File: config.mk
export PLATFORM = sky130hd
export DESIGN_NAME = tape_cmd_gate
export DESIGN_NICKNAME = d
export VERILOG_FILES = /design/src/rtl/tcg_pkg.sv /design/src/rtl/tcg_classify.sv /design/src/rtl/tcg_rules.sv /design/src/rtl/tcg_outreg.sv /design/src/rtl/tape_cmd_gate.sv
export SDC_FILE = /design/constraint.sdc
export NUM_CORES = 1
export LEC_CHECK = 0
export ABC_CLOCK_PERIOD_IN_PS = 3800
export BUFFER_PORTS_ARGS = -buffer_cell sky130_fd_sc_hd__buf_2
export CORE_MARGIN = 4
export CORE_UTILIZATION = 48
export CTS_CLUSTER_DIAMETER = 80
export CTS_CLUSTER_SIZE = 8
export DETAILED_ROUTE_END_ITERATION = 8
export PLACE_DENSITY = 0.85
export SLEW_MARGIN = 20
export SYNTH_ARGS = -nofsm -noshare
export SYNTH_HDL_FRONTEND = slang
export SYNTH_HIERARCHICAL = 1
export SYNTH_SLANG_ARGS = --single-unit
File: constraint.sdc
create_clock -name clk -period 3.8 [get_ports clk]
set_input_delay 0.38 -clock clk [delete_from_list [all_inputs] [get_ports clk]]
set_output_delay 0.38 -clock clk [all_outputs]
set_load 0.005 [all_outputs]
File: src/rtl/tcg_pkg.sv
package tcg_pkg;
  localparam int FNW = 5;

  localparam logic [FNW-1:0] FN_NOP    = 5'd0;
  localparam logic [FNW-1:0] FN_UNLOAD = 5'd1;
  localparam logic [FNW-1:0] FN_REWIND = 5'd2;
  localparam logic [FNW-1:0] FN_DCLR   = 5'd3;
  localparam logic [FNW-1:0] FN_PRESET = 5'd4;
  localparam logic [FNW-1:0] FN_ERASE  = 5'd5;
  localparam logic [FNW-1:0] FN_WRMARK = 5'd6;
  localparam logic [FNW-1:0] FN_SPCF   = 5'd7;
  localparam logic [FNW-1:0] FN_SPCR   = 5'd8;
  localparam logic [FNW-1:0] FN_WCHKF  = 5'd9;
  localparam logic [FNW-1:0] FN_WCHKR  = 5'd10;
  localparam logic [FNW-1:0] FN_WRITE  = 5'd11;
  localparam logic [FNW-1:0] FN_READF  = 5'd12;
  localparam logic [FNW-1:0] FN_READR  = 5'd13;

  localparam int EB_ILF = 0;
  localparam int EB_UNS = 1;
  localparam int EB_NXF = 2;
  localparam int EB_FER = 3;
  localparam int EBW    = 4;

  typedef struct packed {
    logic clr;
    logic nop;
    logic rip;
    logic rew;
    logic spf;
    logic spr;
    logic rrev;
    logic wr;
    logic wmark;
    logic rfwd;
    logic bad;
  } fn_class_t;

  typedef struct packed {
    logic [EBW-1:0] err;
    logic attn_set;
    logic attn_clr;
    logic sac_clr;
    logic drv_clr;
    logic preset;
    logic go_clr;
    logic done_clr;
    logic stat_clr;
    logic start;
    logic learn;
    logic irq;
  } verdict_t;
endpackage

File: src/rtl/tcg_classify.sv
module tcg_classify
  import tcg_pkg::*;
(
  input  logic [FNW-1:0] fn,
  output fn_class_t      cls
);
  always_comb begin
    cls = '0;
    case (fn)
      FN_DCLR:              cls.clr   = 1'b1;
      FN_NOP:               cls.nop   = 1'b1;
      FN_PRESET:            cls.rip   = 1'b1;
      FN_REWIND, FN_UNLOAD: cls.rew   = 1'b1;
      FN_SPCF:              cls.spf   = 1'b1;
      FN_SPCR:              cls.spr   = 1'b1;
      FN_READR, FN_WCHKR:   cls.rrev  = 1'b1;
      FN_WRITE:             cls.wr    = 1'b1;
      FN_WRMARK, FN_ERASE:  cls.wmark = 1'b1;
      FN_READF, FN_WCHKF:   cls.rfwd  = 1'b1;
      default:              cls.bad   = 1'b1;
    endcase
  end
endmodule

File: src/rtl/tcg_rules.sv
module tcg_rules
  import tcg_pkg::*;
#(
  parameter int DEN_W      = 3,
  parameter int FMT_W      = 4,
  parameter int FC_W       = 16,
  parameter logic [(1<<FMT_W)-1:0] FMT_MASK = 16'h300D,
  parameter int DEN_NRZI   = 3,
  parameter int DEN_PE     = 4,
  parameter int MIN_FRAMES = 11
) (
  input  fn_class_t        cls,
  input  logic [DEN_W-1:0] den,
  input  logic [FMT_W-1:0] fmt,
  input  logic [FC_W-1:0]  fcnt,
  input  logic             fc_set,
  input  logic             bot,
  input  logic             eot,
  input  logic             fmtr_err,
  input  logic             wlock,
  input  logic             attached,
  input  logic             moving,
  input  logic             den_known,
  output verdict_t         v,
  output logic             gate_ok,
  output logic             refused
);
  localparam longint FC_SPAN = longint'(1) << FC_W;
  localparam logic [FC_W-1:0] FC_LIMIT = FC_W'(FC_SPAN - longint'(MIN_FRAMES));

  function automatic logic fmt_ok(input logic [FMT_W-1:0] f);
    return FMT_MASK[f];
  endfunction

  function automatic logic den_ok(input logic [DEN_W-1:0] d);
    return (d == DEN_W'(DEN_NRZI)) || (d == DEN_W'(DEN_PE));
  endfunction

  function automatic logic too_short(input logic [DEN_W-1:0] d, input logic [FC_W-1:0] c);
    return (d == DEN_W'(DEN_NRZI)) && (c > FC_LIMIT);
  endfunction

  logic [EBW-1:0] rej;
  logic           xfer;
  logic           edge_hit;

  always_comb begin
    v        = '0;
    rej      = '0;
    xfer     = cls.rrev | cls.wr | cls.wmark | cls.rfwd;
    edge_hit = cls.spf ? eot : bot;
    gate_ok  = cls.clr | ~(fmtr_err | moving);

    if (!gate_ok) begin
      rej[EB_ILF] = 1'b1;
    end else if (cls.clr) begin
      v.drv_clr = 1'b1;
      v.go_clr  = 1'b1;
    end else if (cls.nop) begin
      v.go_clr = 1'b1;
    end else if (cls.rip) begin
      v.preset = 1'b1;
      v.go_clr = 1'b1;
    end else if (cls.rew) begin
      if (!attached) rej[EB_UNS] = 1'b1;
      else begin
        v.start  = 1'b1;
        v.go_clr = 1'b1;
      end
    end else if (cls.spf | cls.spr) begin
      if (!attached)                rej[EB_UNS] = 1'b1;
      else if (edge_hit || !fc_set) rej[EB_NXF] = 1'b1;
      else begin
        v.start    = 1'b1;
        v.stat_clr = 1'b1;
      end
    end else if (xfer) begin
      if (cls.rrev && bot)                            rej[EB_NXF] = 1'b1;
      else if (cls.wr && (!fc_set || too_short(den, fcnt))) rej[EB_NXF] = 1'b1;
      else if ((cls.wr || cls.wmark) && wlock)       rej[EB_NXF] = 1'b1;
      else if (!attached)                             rej[EB_UNS] = 1'b1;
      else if (!fmt_ok(fmt))                          rej[EB_FER] = 1'b1;
      else if (!den_ok(den))                          rej[EB_NXF] = 1'b1;
      else begin
        v.done_clr = 1'b1;
        v.stat_clr = 1'b1;
        v.start    = 1'b1;
        v.learn    = ~den_known;
      end
    end else if (cls.bad) begin
      rej[EB_ILF] = 1'b1;
    end

    refused    = |rej;
    v.err      = rej;
    v.sac_clr  = gate_ok;
    v.attn_clr = gate_ok & ~refused;
    if (refused) begin
      v.go_clr   = 1'b1;
      v.attn_set = 1'b1;
      v.irq      = 1'b1;
    end
  end
endmodule

File: src/rtl/tcg_outreg.sv
module tcg_outreg
  import tcg_pkg::*;
#(
  parameter int DEN_W = 3
) (
  input  logic             clk,
  input  logic             rst_n,
  input  logic             fire,
  input  verdict_t         v,
  input  logic [FNW-1:0]   fn,
  input  logic [DEN_W-1:0] den,
  output verdict_t         q,
  output logic [FNW-1:0]   fn_q,
  output logic [DEN_W-1:0] den_q
);
  always_ff @(posedge clk) begin
    if (!rst_n || !fire) begin
      q     <= '0;
      fn_q  <= '0;
      den_q <= '0;
    end else begin
      q     <= v;
      fn_q  <= v.start ? fn : '0;
      den_q <= v.learn ? den : '0;
    end
  end
endmodule

File: src/rtl/tape_cmd_gate.sv
module tape_cmd_gate
  import tcg_pkg::*;
#(
  parameter int DEN_W      = 3,
  parameter int FMT_W      = 4,
  parameter int FC_W       = 16,
  parameter logic [(1<<FMT_W)-1:0] FMT_MASK = 16'h300D,
  parameter int DEN_NRZI   = 3,
  parameter int DEN_PE     = 4,
  parameter int MIN_FRAMES = 11
) (
  input  logic             clk,
  input  logic             rst_n,
  input  logic             go_i,
  input  logic [4:0]       fn_i,
  input  logic [DEN_W-1:0] den_i,
  input  logic [FMT_W-1:0] fmt_i,
  input  logic [FC_W-1:0]  fcnt_i,
  input  logic             fc_set_i,
  input  logic             bot_i,
  input  logic             eot_i,
  input  logic             fmtr_err_i,
  input  logic             wlock_i,
  input  logic             attached_i,
  input  logic             moving_i,
  input  logic             den_known_i,
  output logic [3:0]       err_set_o,
  output logic             attn_set_o,
  output logic             attn_clr_o,
  output logic             sac_clr_o,
  output logic             drv_clr_o,
  output logic             preset_o,
  output logic             go_clr_o,
  output logic             done_clr_o,
  output logic             stat_clr_o,
  output logic             start_o,
  output logic [4:0]       start_fn_o,
  output logic             den_learn_o,
  output logic [DEN_W-1:0] den_val_o,
  output logic             irq_o
);
  fn_class_t cls;
  verdict_t  v;
  verdict_t  q;
  logic      gate_ok;
  logic      refused;

  tcg_classify u_cls (.fn(fn_i), .cls(cls));

  tcg_rules #(
    .DEN_W(DEN_W), .FMT_W(FMT_W), .FC_W(FC_W), .FMT_MASK(FMT_MASK),
    .DEN_NRZI(DEN_NRZI), .DEN_PE(DEN_PE), .MIN_FRAMES(MIN_FRAMES)
  ) u_rules (
    .cls(cls), .den(den_i), .fmt(fmt_i), .fcnt(fcnt_i), .fc_set(fc_set_i),
    .bot(bot_i), .eot(eot_i), .fmtr_err(fmtr_err_i), .wlock(wlock_i),
    .attached(attached_i), .moving(moving_i), .den_known(den_known_i),
    .v(v), .gate_ok(gate_ok), .refused(refused)
  );

  tcg_outreg #(.DEN_W(DEN_W)) u_out (
    .clk(clk), .rst_n(rst_n), .fire(go_i), .v(v), .fn(fn_i), .den(den_i),
    .q(q), .fn_q(start_fn_o), .den_q(den_val_o)
  );

  assign err_set_o   = q.err;
  assign attn_set_o  = q.attn_set;
  assign attn_clr_o  = q.attn_clr;
  assign sac_clr_o   = q.sac_clr;
  assign drv_clr_o   = q.drv_clr;
  assign preset_o    = q.preset;
  assign go_clr_o    = q.go_clr;
  assign done_clr_o  = q.done_clr;
  assign stat_clr_o  = q.stat_clr;
  assign start_o     = q.start;
  assign den_learn_o = q.learn;
  assign irq_o       = q.irq;
endmodule

==> results by stage, run 1 <==
Final layout:
- The area growth from synthesis to layout is 22.9%.
- The utilization after layout is 64.4%.
- The sequential cells in the finished layout cover a total of 460 µm².
- Summing all multi-input logic gate instances after layout gives 634 µm².
- The final net count is 231.
- The fraction of layout cells with a size suffix above 1 is between 30% and 40%.
- The number of fill cells in the layout is 210.
- The number of diodes added for antenna fixing is 0.

Worst hold path:
- The worst min-delay path category is in2reg.
- In this run the most critical hold path is launched from den_i[2].

Critical path:
- The worst setup path is captured at a register.
- The most critical setup path has its startpoint at fn_i[3].
- By startpoint and endpoint, the worst setup path is classified as in2reg.
- For the worst setup path, the data required time is between 4 and 5 ns.
- The largest individual stage delay along the critical path comes from the cell nor3_1.
- The largest fanout on the critical path is 9.
- For the worst setup path, the data arrival time is about 2.6 ns.
- Traced cell by cell, the critical path runs through buf_2, nand3b_1, nor3_1, o21ai_2, nor2_1, nand3_1, or2_1, o21ai_0, and4_1.
- On the worst path, the slowest cell contributes a delay of 0.58 ns.
- The worst setup path is launched from an input pin.

STA:
- The hold violation total from the final report is 0.
- For this run, the top clock speed supported by timing is roughly 430 MHz.
- The final clock period utilization by the worst path is 61.1%.
- Across all setup checks in the final design, the least slack found is roughly 1.5 ns.
- Headroom to the max-slew limit came out at ~45%.
- The number of max-slew violations in the final report is 0.
- The measured slew at the worst slew-check pin is roughly 0.82 ns.
- The number of setup violations in the final report is 0.
- Setup repair after global routing left no endpoint under its margin.
- The final critical-path required period is 2.32 ns.
- The aggregate negative setup slack is 0 ns.

Clocking:
- TritonCTS created 3 clock buffers.
- After clock tree synthesis, the clock-pin slew on the worst setup and hold paths is 0.11 ns.
- The number of hold buffers added after cts is 0.
- The clock passes through at most 2 buffers.
- Buffers added to address setup during post-CTS repair amount to 0.
- Once the clock tree was built, the resizer swapped 0 gates to a different size.
- TritonCTS built the clock tree.
- Clock tree synthesis found a total of 23 sinks.
- Clock tree synthesis selected as its root buffer the cell clkbuf_4.
- CTS built an H-tree with a depth of 1.

Route:
- The detailed-route vias per instance is 5.45.
- The routed length per placed instance is 12.2 µm.
- The routed layout has 1194 vias.
- In the routed design, unresolved DRC markers number 0.
- Before antenna repair, the detailed router went through 4 iterations.
- The routed design has 2660 µm of wire.
- The detail route stage leaves a number of antenna-violating nets equal to 0.
- The first-iteration detailed-routing DRC count is 22.

Run status:
- The run finished with clean final reports.

Floorplan:
- The overall die area is 3370 µm².
- The die width is between 50 and 60 µm.
- The initial standard-cell utilization of the core is 52.4%.
- From bottom edge to top edge, the die measures 58.1 µm.
- The cell row count is 17.
- 62 I/O pins were placed.
- The total area inside the core boundary comes to 2300 µm².

Pwr:
- The design draws ~0.42 mW.
- The ratio of total power to cell area is 284 nW/µm².
- The cell leakage power is a little under 0.8 nW.
- The maximum vdd ir drop is between 0.15 and 0.2 mV.

Synth:
- The most instantiated flip-flop cell in the synthesis netlist is dfxtp_1.
- The post-synthesis instance area is about 1200 µm².
- Counting flops with an async set or reset pin after synthesis yields a share of 0%.
- Synthesis instantiated 41 different standard cells from the library.
- The net count after synthesis is 178.
- The post-synthesis instance total is 139.
- Counting flops and latches in the post-synthesis netlist gives 23.
- During synthesis, Yosys emitted a total of 6 warnings.
- The most frequent cell after synthesis is dfxtp_1.
- By area the synthesized netlist is led by dfxtp_1 (38%), and3_1 (7.8%), and4_1 (6.5%).
- In the synthesized netlist, the cells that appear most often are dfxtp_1 (23), and3_1 (15), and4_1 (9), nor2_1 (9), nor3_1 (8).
- Sequential cells were found to cover 38.3% of the synthesized design area.
- After synthesis, the mean cell area works out to slightly below 9 µm².
- The top cell type by area accounts for a little under two fifths of the synthesized area.
- dfxtp_1 takes more of the synthesized area than any other cell.
- The number of flops mapped to enable cells by yosys is 0.

Global routing:
- The number of antenna violations at the first check in global routing is 0.
- The first global-routing pass estimated around 4400 µm of wire.
- Global routing finished with a remaining overflow of 0.
- The via count of the first global-routing pass is 1080.
- In the global route stage, overall resource usage came out at 16.3%.
- Entering global routing, the biggest net connects 24 pins.

Place:
- Prior to clock tree synthesis, the placed netlist has a worst setup slack of 1.21 ns.
- Routability-driven placement finished with a final weighted congestion of 0.829.
- The number of port buffers is 60.
- The HPWL after detailed placement is ~2100 µm.

Job:
- The tool flagged a number of max-cap violations equal to 0.
## registers in the layout, summed over array words and instances, names as in the netlist
register     cells
u_out/den_q      3
u_out/q         15
u_out/fn_q       5
## placed cells by master (no fill, tap or decap), types with 3 or more instances in the layout
master    Yosys  final
clkbuf_4      0      3
nor2b_1       3      3
and3_1       15     15
nand3_1       5      5
a21oi_1       4      4
nor3_1        8      8
nand4_1       4      4
dfxtp_1      23     23
nand2_1       4      4
inv_1         6      6
buf_2         4     60
nor4_1        4      4
and4_1        9      9
o21ai_0       3      3
nand3b_1      4      4
nor2_1        9      9
## path summary, 6_finish.rpt
check	endpoint	slack (ns)	cells after the start
setup / recovery	u_out/fn_q[3]	1.48	9
hold / removal	u_out/den_q[2]	0.39	2
## kinds of logic after synthesis
group / after synthesis / synth area share, %
and+or+nand+nor: 76 / 39.6
DFF: 23 / 38.3
buffers and inverters: 18 / 9.04
xor gates and xnor gates: 2 / 1.46
AOI/OAI and AO/OA: 20 / 11.6
## layout make-up
| class | count | area share (%) |
|---|---|---|
| multi-input combinational | 98 | 42.9 |
| sequential | 23 | 31.1 |
| tap | 28 | 2.37 |
| timing repair buffer | 60 | 20.3 |
| inverter | 6 | 1.52 |
| clock buffer | 4 | 1.78 |
## stage by stage
stage / std cells / area (µm²) / hold WS, ns
after floorplan: 139 / 1200 / 0.551
after global placement: 215 / 1450 / 0.700
after detailed placement: 215 / 1450 / 0.698
after CTS: 219 / 1480 / 0.377
after global routing: 219 / 1480 / 0.385
final: 219 / 1480 / 0.388
## per-layer routing
layer	GRT usage [%]	wire length (µm)	share of wire, %	vias up
met2	28.4	1290	49	47
met4	8.28	27	1.0	0
li1	-	-	-	613
met3	2.23	197	7.4	2
met5	0	0	0	-
met1	19.3	1140	43	532
## worst max-delay path: cells and delay by family
kind | cells | cell delay, ns
AND/OR/NAND/NOR | 6 | 1.59
AO/OA/AOI/OAI | 2 | 0.43
buffers and inverters | 1 | 0.15
## power by group
group          total (mW)  switching [mW]  internal, mW
clock network       0.104          0.0634        0.0408
registers           0.245        0.000670         0.245
logic              0.0705          0.0381        0.0324
No activity file was read; power rests on OpenSTA's default activity.
==> run 2: changes to the inputs <==
--- a/config.mk
+++ b/config.mk
@@ -5,14 +5,14 @@
 export SDC_FILE = /design/constraint.sdc
 export NUM_CORES = 1
 export LEC_CHECK = 0
-export ABC_CLOCK_PERIOD_IN_PS = 3800
+export ABC_CLOCK_PERIOD_IN_PS = 2300
 export BUFFER_PORTS_ARGS = -buffer_cell sky130_fd_sc_hd__buf_2
 export CORE_MARGIN = 4
-export CORE_UTILIZATION = 48
+export CORE_UTILIZATION = 44
 export CTS_CLUSTER_DIAMETER = 80
 export CTS_CLUSTER_SIZE = 8
 export DETAILED_ROUTE_END_ITERATION = 8
-export PLACE_DENSITY = 0.85
+export PLACE_DENSITY = 0.79
 export SLEW_MARGIN = 20
 export SYNTH_ARGS = -nofsm -noshare
 export SYNTH_HDL_FRONTEND = slang
==> constraint.sdc (replaced) <==
create_clock -name clk -period 2.3 [get_ports clk]
set_input_delay 0.23 -clock clk [delete_from_list [all_inputs] [get_ports clk]]
set_output_delay 0.23 -clock clk [all_outputs]
set_load 0.005 [all_outputs]
==> results by stage, run 2 (synthesized netlist as in run 1, its figures left out) <==
Final layout:
- Top library cells by usage in the layout, fill and taps aside: buf_2 (60), dfxtp_1 (23), and3_1 (15) (unchanged).
- The finished layout cell area is 1550 µm² (was 1480 µm²).
- The most common cell after layout, fill and taps aside is buf_2 (unchanged).
- The total area of multi-input combinational cells is 634 µm² (unchanged).
- Biggest registers after layout: u_out/q: 15 flops, u_out/fn_q: 5 flops, u_out/den_q: 3 flops (unchanged).
- The number of flip-flops in the largest register is 15 (unchanged).
- The final net count came to 240 (was 231).
- The storage element area is 460 µm² (unchanged).
- The number of fill cells in the layout is 247 (was 210).
- The fraction of layout cells with a size suffix above 1 was 39.0% (was 35.6%).
- The number of diodes added for antenna fixing is 0 (unchanged).
- The area overhead of the layout relative to synthesis was 28.8% (was 22.9%).
- The register with the highest flop count is u_out/q (unchanged).

Route:
- The number of vias in the routed layout was 1247 (was 1194).
- The detailed-route DRC error count is 0 (unchanged).
- The wire length reported by the detailed router is 2790 µm (was 2660 µm).
- The antenna violation net count after detailed routing is 0 (unchanged).
- The detailed-routing iteration count for the pre-antenna-repair pass is 5 (was 4).
- The routed length per placed instance is 12.1 µm (was 12.2 µm).
- The detailed-route vias per instance came to 5.42 (was 5.45).
- The first-iteration detailed-routing DRC count is 15 (was 22).

Place:
- The HPWL after detailed placement is 2270 µm (was 2130 µm).
- The final weighted congestion in routability-driven placement came to 0.784 (was 0.829).
- The worst setup slack after placement is -0.0126 ns (was 1.21 ns).
- The cell area after placement came to 1520 µm² (was 1450 µm²).
- The number of port buffers is 60 (unchanged).

Floorplan:
- The y dimension of the die was 60.3 µm (was 58.1 µm).
- The top-level I/O count is 62 (unchanged).
- The overall die area is 3640 µm² (was 3370 µm²).
- The die width came to 60.3 µm (was 58.1 µm).
- The area of the core came to 2540 µm² (was 2300 µm²).
- The cell row count came to 18 (was 17).
- The initial standard-cell utilization of the core is 47.3% (was 52.4%).

Pwr:
- The ratio of total power to cell area is 458 nW/µm² (was 284 nW/µm²).
- The total chip power is 0.710 mW (was 0.420 mW).
- The maximum vdd ir drop is 0.368 mV (was 0.189 mV).
- The cell leakage power is 0.824 nW (was 0.777 nW).

STA:
- The least setup slack across all paths after layout came to 0.271 ns (was 1.48 ns).
- RSZ-0062 raised after global routing: no (unchanged).
- The number of max-slew violations in the final report is 0 (unchanged).
- The final critical-path required period is 2.03 ns.
- The number of setup violations in the final report was 0 (unchanged).
- The max-slew headroom at the worst pin is 62.2% (was 44.9%).
- The worst path uses 88.2% of the clock period.
- The measured slew at the worst slew-check pin is 0.562 ns (was 0.820 ns).
- The hold violation total from the final report is 0 (unchanged).
- Derived from the worst setup path, the maximum achievable clock frequency is 493 MHz.

Worst hold path:
- The worst min-delay path category is in2reg (unchanged).

Clocking:
- The TritonCTS clock tree is done (unchanged).
- The number of hold buffers added after cts is 0 (unchanged).
- The maximum buffer depth of the clock tree came to 2 (unchanged).
- The number of clock sinks seen by CTS was 23 (unchanged).
- The clock transition at the register clock pins on the worst setup and hold paths after CTS is 0.12 ns (was 0.11 ns).
- The post-CTS repair timing setup buffer count was 0 (unchanged).
- The cell at the root of the clock tree is clkbuf_4 (unchanged).
- The number of buffers added by the clock tree synthesis step is 3 (unchanged).
- The count of cells resized by post-cts repair is 0 (unchanged).
- The number of levels the H-tree was split into is 1 (unchanged).

Critical path:
- The cell with the biggest individual delay on the critical path is or4_4 (was nor3_1).
- The launching element type of the critical path is an input pin (unchanged).
- Crit path cell chain: buf_2, or3b_1, a21oi_1, nor4_1, nor3_1, nand3_1, or4_4, and4_1, and3_1 (was buf_2, nand3b_1, nor3_1, o21ai_2, nor2_1, nand3_1, or2_1, o21ai_0, and4_1).
- The required time reported for the critical path endpoint came to 2.51 ns (was 4.04 ns).
- The worst path arrival time is 2.24 ns (was 2.56 ns).
- The nature of the critical path endpoint is a register (unchanged).
- The worst stage delay on the critical path is 0.44 ns (was 0.58 ns).
- The largest fanout on the critical path is 8 (was 9).
- The critical path class is in2reg (unchanged).

Global routing:
- The number of antenna violations at the first check in global routing is 0 (unchanged).
- The residual overflow from global routing is 0 (unchanged).
- The via count of the first global-routing pass was 1098 (was 1080).
- The largest net degree at the start of global routing is 24 (unchanged).
- The wire length of the first global-routing pass is 4360 µm (was 4410 µm).
- The global router's overall resource usage came to 15.5% (was 16.3%).

Job:
- The number of max-cap violations is 0 (unchanged).

Run status:
- Status: complete, no violations (unchanged).
==> run 2: final timing paths <==
| kind | to | start | depth (start not counted) |
|---|---|---|---|
| worst max-delay path | u_out/q[9] | fn_i[1] | 9 |
| worst min-delay path | u_out/den_q[0] | den_i[0] | 2 |
==> run 2: routing by layer <==
layer	up-vias	global-route usage, %	part of all wire, %
met5	-	0	0
met4	0	8.86	1.5
met3	4	1.94	7.5
met2	52	27.6	49
met1	557	17.7	42
li1	634	-	-
==> run 2: area by class of cell <==
| cell class | instances | share of cell area, % |
|---|---|---|
| repair buffers | 69 | 23.7 |
| well taps | 30 | 2.42 |
| flip-flops and latches | 23 | 29.7 |
| inverters | 6 | 1.45 |
| clock inverters | 1 | 0.323 |
| multi-input cells | 98 | 40.9 |
| clock buffers | 3 | 1.45 |
==> run 2: critical path, delay by kind of cell <==
| family | cells | cell delay, ns |
|---|---|---|
| AND/OR/NAND/NOR | 7 | 1.66 |
| AO/OA/AOI/OAI | 1 | 0.19 |
| buffers and inverters | 1 | 0.16 |
==> run 2: through the flow <==
step / hold slack, ns / instances / utilization (%) / TNS [ns]
2_1_floorplan: 0.401 / 139 / - / 0
6_report: 0.232 / 230 / 60.9 / 0
5_1_grt: 0.221 / 230 / 60.9 / 0
3_5_place_dp: 0.549 / 226 / 59.8 / -0.0126
3_3_place_gp: 0.549 / 226 / 59.8 / 0
4_1_cts: 0.226 / 230 / 60.9 / 0
==> run 2: power breakdown <==
| part | switching, mW | internal (mW) |
|---|---|---|
| combinational | 0.0654 | 0.0604 |
| clock | 0.114 | 0.0648 |
| sequential | 0.00115 | 0.404 |
